### src/rtl/hs_mon_pkg.sv
package hs_mon_pkg;

    // Rule-break flags; the dropped bit is the LSB of the packed form.
    typedef struct packed {
        logic early_valid;
        logic starve;
        logic unstable;
        logic dropped;
    } hs_err_t;

    localparam int ERR_W = $bits(hs_err_t);

    function automatic hs_err_t err_merge(input hs_err_t a, input hs_err_t b);
        return hs_err_t'(a | b);
    endfunction

    function automatic logic err_any(input hs_err_t e);
        return |e;
    endfunction

endpackage

### src/rtl/hs_xfer_counter.sv
module hs_xfer_counter #(
    parameter int CNT_W = 16
) (
    input  logic             clk,
    input  logic             rst,
    input  logic             fire,
    output logic             strobe,
    output logic [CNT_W-1:0] count
);
    localparam logic [CNT_W-1:0] CNT_MAX = {CNT_W{1'b1}};

    logic             strobe_q;
    logic [CNT_W-1:0] count_q;

    always_ff @(posedge clk) begin
        if (rst) begin
            strobe_q <= 1'b0;
            count_q  <= '0;
        end else begin
            strobe_q <= fire;
            if (fire && (count_q != CNT_MAX))
                count_q <= count_q + 1'b1;
        end
    end

    assign strobe = strobe_q;
    assign count  = count_q;
endmodule

### src/rtl/hs_stall_timer.sv
module hs_stall_timer #(
    parameter int STALL_LIMIT = 16
) (
    input  logic clk,
    input  logic rst,
    input  logic ready_idle,
    output logic expired
);
    localparam int            TW      = $clog2(STALL_LIMIT + 1);
    localparam logic [TW-1:0] T_SAT   = TW'(STALL_LIMIT);
    localparam logic [TW-1:0] T_FINAL = TW'(STALL_LIMIT - 1);

    logic [TW-1:0] run_q;

    always_ff @(posedge clk) begin
        if (rst)
            run_q <= '0;
        else if (!ready_idle)
            run_q <= '0;
        else if (run_q != T_SAT)
            run_q <= run_q + 1'b1;
    end

    // Fires on the edge that completes the STALL_LIMIT-th idle cycle only.
    assign expired = ready_idle && (run_q == T_FINAL);
endmodule

### src/rtl/hs_rule_check.sv
module hs_rule_check
    import hs_mon_pkg::*;
#(
    parameter int PAYLOAD_W = 32
) (
    input  logic                 clk,
    input  logic                 rst,
    input  logic                 valid,
    input  logic                 ready,
    input  logic [PAYLOAD_W-1:0] payload,
    input  logic                 starve_hit,
    output logic                 pulse,
    output hs_err_t              sticky
);
    logic                 pend_q;
    logic [PAYLOAD_W-1:0] snap_q;
    logic                 first_q;
    logic                 pulse_q;
    hs_err_t              sticky_q;
    hs_err_t              now_err;

    always_comb begin
        now_err = '0;
        if (!rst) begin
            now_err.dropped     = pend_q && !valid;
            now_err.unstable    = pend_q && valid && (payload != snap_q);
            now_err.starve      = starve_hit;
            now_err.early_valid = first_q && valid;
        end
    end

    always_ff @(posedge clk) begin
        if (rst) begin
            pend_q   <= 1'b0;
            snap_q   <= '0;
            first_q  <= 1'b1;
            pulse_q  <= 1'b0;
            sticky_q <= '0;
        end else begin
            pend_q   <= valid && !ready;
            snap_q   <= payload;
            first_q  <= 1'b0;
            pulse_q  <= err_any(now_err);
            sticky_q <= err_merge(sticky_q, now_err);
        end
    end

    assign pulse  = pulse_q;
    assign sticky = sticky_q;
endmodule

### src/rtl/hs_monitor.sv
module hs_monitor
    import hs_mon_pkg::*;
#(
    parameter int PAYLOAD_W   = 32,
    parameter int CNT_W       = 16,
    parameter int STALL_LIMIT = 16
) (
    input  logic                 clk,
    input  logic                 rst,
    input  logic                 valid,
    input  logic                 ready,
    input  logic [PAYLOAD_W-1:0] payload,
    output logic                 xfer_strobe,
    output logic [CNT_W-1:0]     xfer_count,
    output logic                 err_pulse,
    output logic [3:0]           err_sticky
);
    logic    fire;
    logic    ready_idle;
    logic    starve_hit;
    hs_err_t flags;

    assign fire       = valid && ready;
    assign ready_idle = ready && !valid;

    hs_xfer_counter #(.CNT_W(CNT_W)) u_count (
        .clk    (clk),
        .rst    (rst),
        .fire   (fire),
        .strobe (xfer_strobe),
        .count  (xfer_count)
    );

    hs_stall_timer #(.STALL_LIMIT(STALL_LIMIT)) u_stall (
        .clk        (clk),
        .rst        (rst),
        .ready_idle (ready_idle),
        .expired    (starve_hit)
    );

    hs_rule_check #(.PAYLOAD_W(PAYLOAD_W)) u_rules (
        .clk        (clk),
        .rst        (rst),
        .valid      (valid),
        .ready      (ready),
        .payload    (payload),
        .starve_hit (starve_hit),
        .pulse      (err_pulse),
        .sticky     (flags)
    );

    assign err_sticky = flags;
endmodule

### config.mk
export PLATFORM = sky130hd
export DESIGN_NAME = hs_monitor
export DESIGN_NICKNAME = d
export VERILOG_FILES = /design/src/rtl/hs_mon_pkg.sv /design/src/rtl/hs_xfer_counter.sv /design/src/rtl/hs_stall_timer.sv /design/src/rtl/hs_rule_check.sv /design/src/rtl/hs_monitor.sv
export SDC_FILE = /design/constraint.sdc
export NUM_CORES = 1
export LEC_CHECK = 0
export BUFFER_PORTS_ARGS = -buffer_cell sky130_fd_sc_hd__buf_2
export CAP_MARGIN = 30
export CELL_PAD_IN_SITES_DETAIL_PLACEMENT = 1
export CELL_PAD_IN_SITES_GLOBAL_PLACEMENT = 1
export CORE_ASPECT_RATIO = 2
export CORE_MARGIN = 2
export CORE_UTILIZATION = 36
export CTS_CLUSTER_DIAMETER = 80
export CTS_CLUSTER_SIZE = 28
export DETAILED_ROUTE_END_ITERATION = 10
export GPL_TIMING_DRIVEN = 0
export PLACE_DENSITY = 0.74
export SYNTH_ARGS = -nofsm -noshare
export SYNTH_HDL_FRONTEND = slang
export SYNTH_SLANG_ARGS = --single-unit
### constraint.sdc
create_clock -name clk -period 1.8 [get_ports clk]
set_input_delay 0.36 -clock clk [delete_from_list [all_inputs] [get_ports clk]]
set_output_delay 0.36 -clock clk [all_outputs]
set_load 0.01 [all_outputs]
==> metrics.log <==
INFO  metric cell_internal_power = 2640 uW
INFO  metric netlist_top_cells_area = dfxtp_1, xor2_1, nor2b_1, xnor2_1, nor2_1
INFO  metric finish.cell_count_without_fillers = 419
INFO  metric clock_network_latency_to_the_later_pin_of_the_worst_skew_pair = 320 ps
INFO  metric start_kind = register
INFO  metric synth.mux.area_fraction = 0.00400
INFO  metric cts_htree_levels = 3
INFO  metric crit_end_category = register
INFO  metric num_antenna_cells = 0
INFO  metric setup_viol_count_final = 0
INFO  metric worst_slew_margin_rel = 0.582
INFO  metric cell_accounting_for_the_most_synthesized_area = dfxtp_1
INFO  metric clock_power_share = 0.506
INFO  metric grt-ovfl-total = 0
INFO  metric regArea = 1230 um2
INFO  metric crit_type = register to register
INFO  metric cts.sinks = 61
INFO  metric grt_antenna_before_repair = 0
INFO  metric synth.yosys.seq_area_share = 0.488
INFO  metric grt_setup_unrepaired = yes
INFO  metric post_synth_xor_area_fraction = 0.164
INFO  metric synth-warning-count = 0
INFO  metric cp_slowest_cell = dfxtp_4
INFO  metric grt_pass1_vias = 2086
INFO  metric synth_nets = 296
INFO  metric worst_path_dominant_cell_family = simple AND/OR/NAND/NOR gates
INFO  metric grt_pass1_wl = 9830 um
INFO  metric detail_route.drc_violations = 0
INFO  metric status = finished clean
INFO  metric fp.dieW = 63.0 um
INFO  metric mappedNetlistArea = 2500 um2
INFO  metric place_inst = 402
INFO  metric cts_tree = yes
INFO  metric num-nets-final = 365
INFO  metric switching_share = 0.206
INFO  metric first_pass_iters = 4
INFO  metric cellLeakagePower = 0.00139 uW
INFO  metric timing_max_transition_violations_final = 0
INFO  metric number_of_inserted_filler_cells_in_the_final_layout = 824
INFO  metric critPathArrivalTime = 1940 ps
INFO  metric route.vias.total = 2012
INFO  metric holdCritPathClass = primary input to register
INFO  metric drtIter0Drc = 70
INFO  metric area_delta_synth_final = 30.8%
INFO  metric power.density = 1020 nW/um2
INFO  metric worst_ir_drop_vdd = 579 uV
INFO  metric seq_power_share = 0.430
INFO  metric floorplan.core_area = 6830 um2
INFO  metric final_antenna_net_count = 0
INFO  metric synthesis.area_per_instance = 9.78 um2
INFO  metric initial_utilization = 0.366
INFO  metric final_hold_viol_count = 0
INFO  metric drive_above_1_share = 0.264
INFO  metric synth_fa_ha_area_frac = 0.0200
INFO  metric drt-wirelength-per-cell = 14.1 um
INFO  metric final.setup_skew = 4.20 ps
INFO  metric viasPerCell = 4.80
INFO  metric ys_ff_latch = 61
INFO  metric synth-simple-area-share = 0.261
INFO  metric final_period_minus_worst_setup_slack = 1750 ps
INFO  metric final.period_utilization = 0.972
INFO  metric die_height = 122 um
INFO  metric critPathMaxStageDelay = 390 ps
INFO  metric place_congestion = 0.767
INFO  metric buffer_depth_of_the_longest_clock_path = 2
INFO  metric worst_setup_hold_path_clk_slew = 50 ps
INFO  metric whs = 171 ps
INFO  metric grt_max_degree = 11
INFO  metric final_design_utilization = 0.479
INFO  metric cts_made_buffers = 9
INFO  metric max_slew.worst_pin.slew = 623 ps
INFO  metric power_frac_comb = 0.065
INFO  metric combinational_family_with_the_most_area_after_synthesis = simple AND/OR/NAND/NOR gates
INFO  metric critical_path_rt = 1990 ps
INFO  metric critical_path.cell_chain = ha_4, nand4_4, nor4_4, buf_4, nor3b_1, xnor2_1, nor2_1
INFO  metric grt.total_usage = 0.167
INFO  metric floorplan.die_area = 7680 um2
INFO  metric multi_input_comb_area = 1280 um2
INFO  metric routed_wl = 5930 um
INFO  metric yosysUniqueCellTypes = 35
INFO  metric critical_path_peak_fanout = 10
INFO  metric post-dp-hpwl = 4290 um
INFO  metric critPathBufInv = 1
INFO  metric achievable-frequency = 572 MHz
INFO  metric io_buffers = 56
INFO  metric cts_root_buffer = clkbuf_16
INFO  metric synth_cells = 256
INFO  metric max-cap-violations = 0
INFO  metric boundaryPins = 58
INFO  metric netSwitchingPower = 684 uW
INFO  metric placement_rows = 43
INFO  metric area_fraction_of_the_dominant_cell_type_after_synthesis = 0.488
INFO  metric synth-compound-area-share = 0.0380
-- sequential cells by signal, summed over array words and instances (netlist names) --
register	flops
u_rules.first_q	1
u_rules.pulse	1
u_stall.run_q	5
u_count.count	16
u_count.strobe	1
u_rules.sticky	4
u_rules.pend_q	1
u_rules.snap_q	32
-- cell usage after synthesis --
cell	count
or3_4	1
nor3_1	7
and3_1	1
clkbuf_1	5
a21oi_1	9
dfxtp_1	61
a31oi_1	1
xor2_1	33
and3_2	2
nor4_2	2
nor3b_1	2
buf_1	1
ha_1	4
and4_1	2
xnor2_1	14
nand4_1	5
mux2i_1	1
nand4_2	1
o31ai_1	1
a211oi_1	1
or3_2	1
and2_1	2
or4_1	1
nor2_1	22
buf_2	2
o2111ai_1	1
nand2_1	8
nor4_1	12
inv_1	8
nand4_4	1
or2_2	1
o21ai_0	4
nand3_1	6
and4_4	1
nor2b_1	32
-- cell type report --
cell class / instances / share of cell area
Timing Repair Buffer: 58 / 0.0901
Inverter: 8 / 0.00917
Tap cell: 90 / 0.0344
Buffer: 8 / 0.0107
Clock buffer: 14 / 0.0806
Multi-Input combinational cell: 179 / 0.391
Sequential cell: 61 / 0.375
Clock inverter: 1 / 0.00917
-- metal layers --
layer  global-route usage  up-vias  wire length [um]
met5                    0        -                 0
met4               0.0750        0               112
met3               0.0526       11               312
met2                0.279       53              3110
met1                0.194      952              2390
li1                     -      996                 -
-- repair_timing --
action / 4_1_cts / 5_1_grt
resized for setup: 11 / 1
setup endpoints to repair: 13 / 7
pin swaps: 1 / 2
hold buffers: 0 / 0
setup buffers: 0 / 2
gates cloned: 0 / 0
-- placed cells by master (no fill, tap or decap), types with 4 or more instances in the layout --
| master | netlist | routed |
|---|---|---|
| clkbuf_16 | 0 | 9 |
| buf_2 | 2 | 57 |
| xor2_1 | 33 | 33 |
| nand4_1 | 5 | 5 |
| clkbuf_1 | 5 | 8 |
| xnor2_1 | 14 | 14 |
| nor2_1 | 22 | 22 |
| nor3_1 | 7 | 7 |
| nor2b_1 | 32 | 32 |
| nand3_1 | 6 | 6 |
| inv_1 | 8 | 8 |
| nand2_1 | 8 | 8 |
| dfxtp_1 | 61 | 59 |
| a21oi_1 | 9 | 9 |
| o21ai_0 | 4 | 4 |
| nor4_1 | 12 | 10 |
-- logic make-up after synthesis --
kind of cell / after synthesis
compound gates: 17
xor+xnor: 47
fa+ha+maj: 4
buf+inv: 16
flops: 61
mux: 1
simple gates: 110
-- power by group through the flow --
stage | clock [uW] | combinational, uW | sequential, uW
floorplan | 0 | 113 | 1460
global placement | 0 | 199 | 1450
detailed placement | 0 | 208 | 1460
CTS | 1730 | 213 | 1430
global route | 1790 | 246 | 1430
finish | 1680 | 215 | 1430
-- worst paths after layout --
path | depth (start not counted) | slack, ps | start | to
worst max-delay path | 7 | 50 | u_count.count[1]$_SDFFE_PP0P_ | u_count.count[2]$_SDFFE_PP0P_
worst max register to register | 7 | 50 | u_count.count[1]$_SDFFE_PP0P_ | u_count.count[2]$_SDFFE_PP0P_
worst min register to register | 2 | 470 | u_rules.sticky[0]$_SDFF_PP0_ | u_rules.sticky[0]$_SDFF_PP0_
worst min-delay path | 1 | 170 | rst | u_rules.first_q$_DFF_P_
-- metrics by stage --
stage | area, um2 | TNS, ps | worst slack [ps] | total power (uW)
floorplan | 2510 | -0.0923 | -0.0827 | 1570
global placement | 2900 | -1100 | -114 | 1650
detailed placement | 2900 | -1910 | -201 | 1670
CTS | 3260 | 0 | 24.8 | 3370
global route | 3280 | -88.5 | -39.8 | 3470
finish | 3280 | 0 | 50.6 | 3330
(Power assumes the default switching activity.)
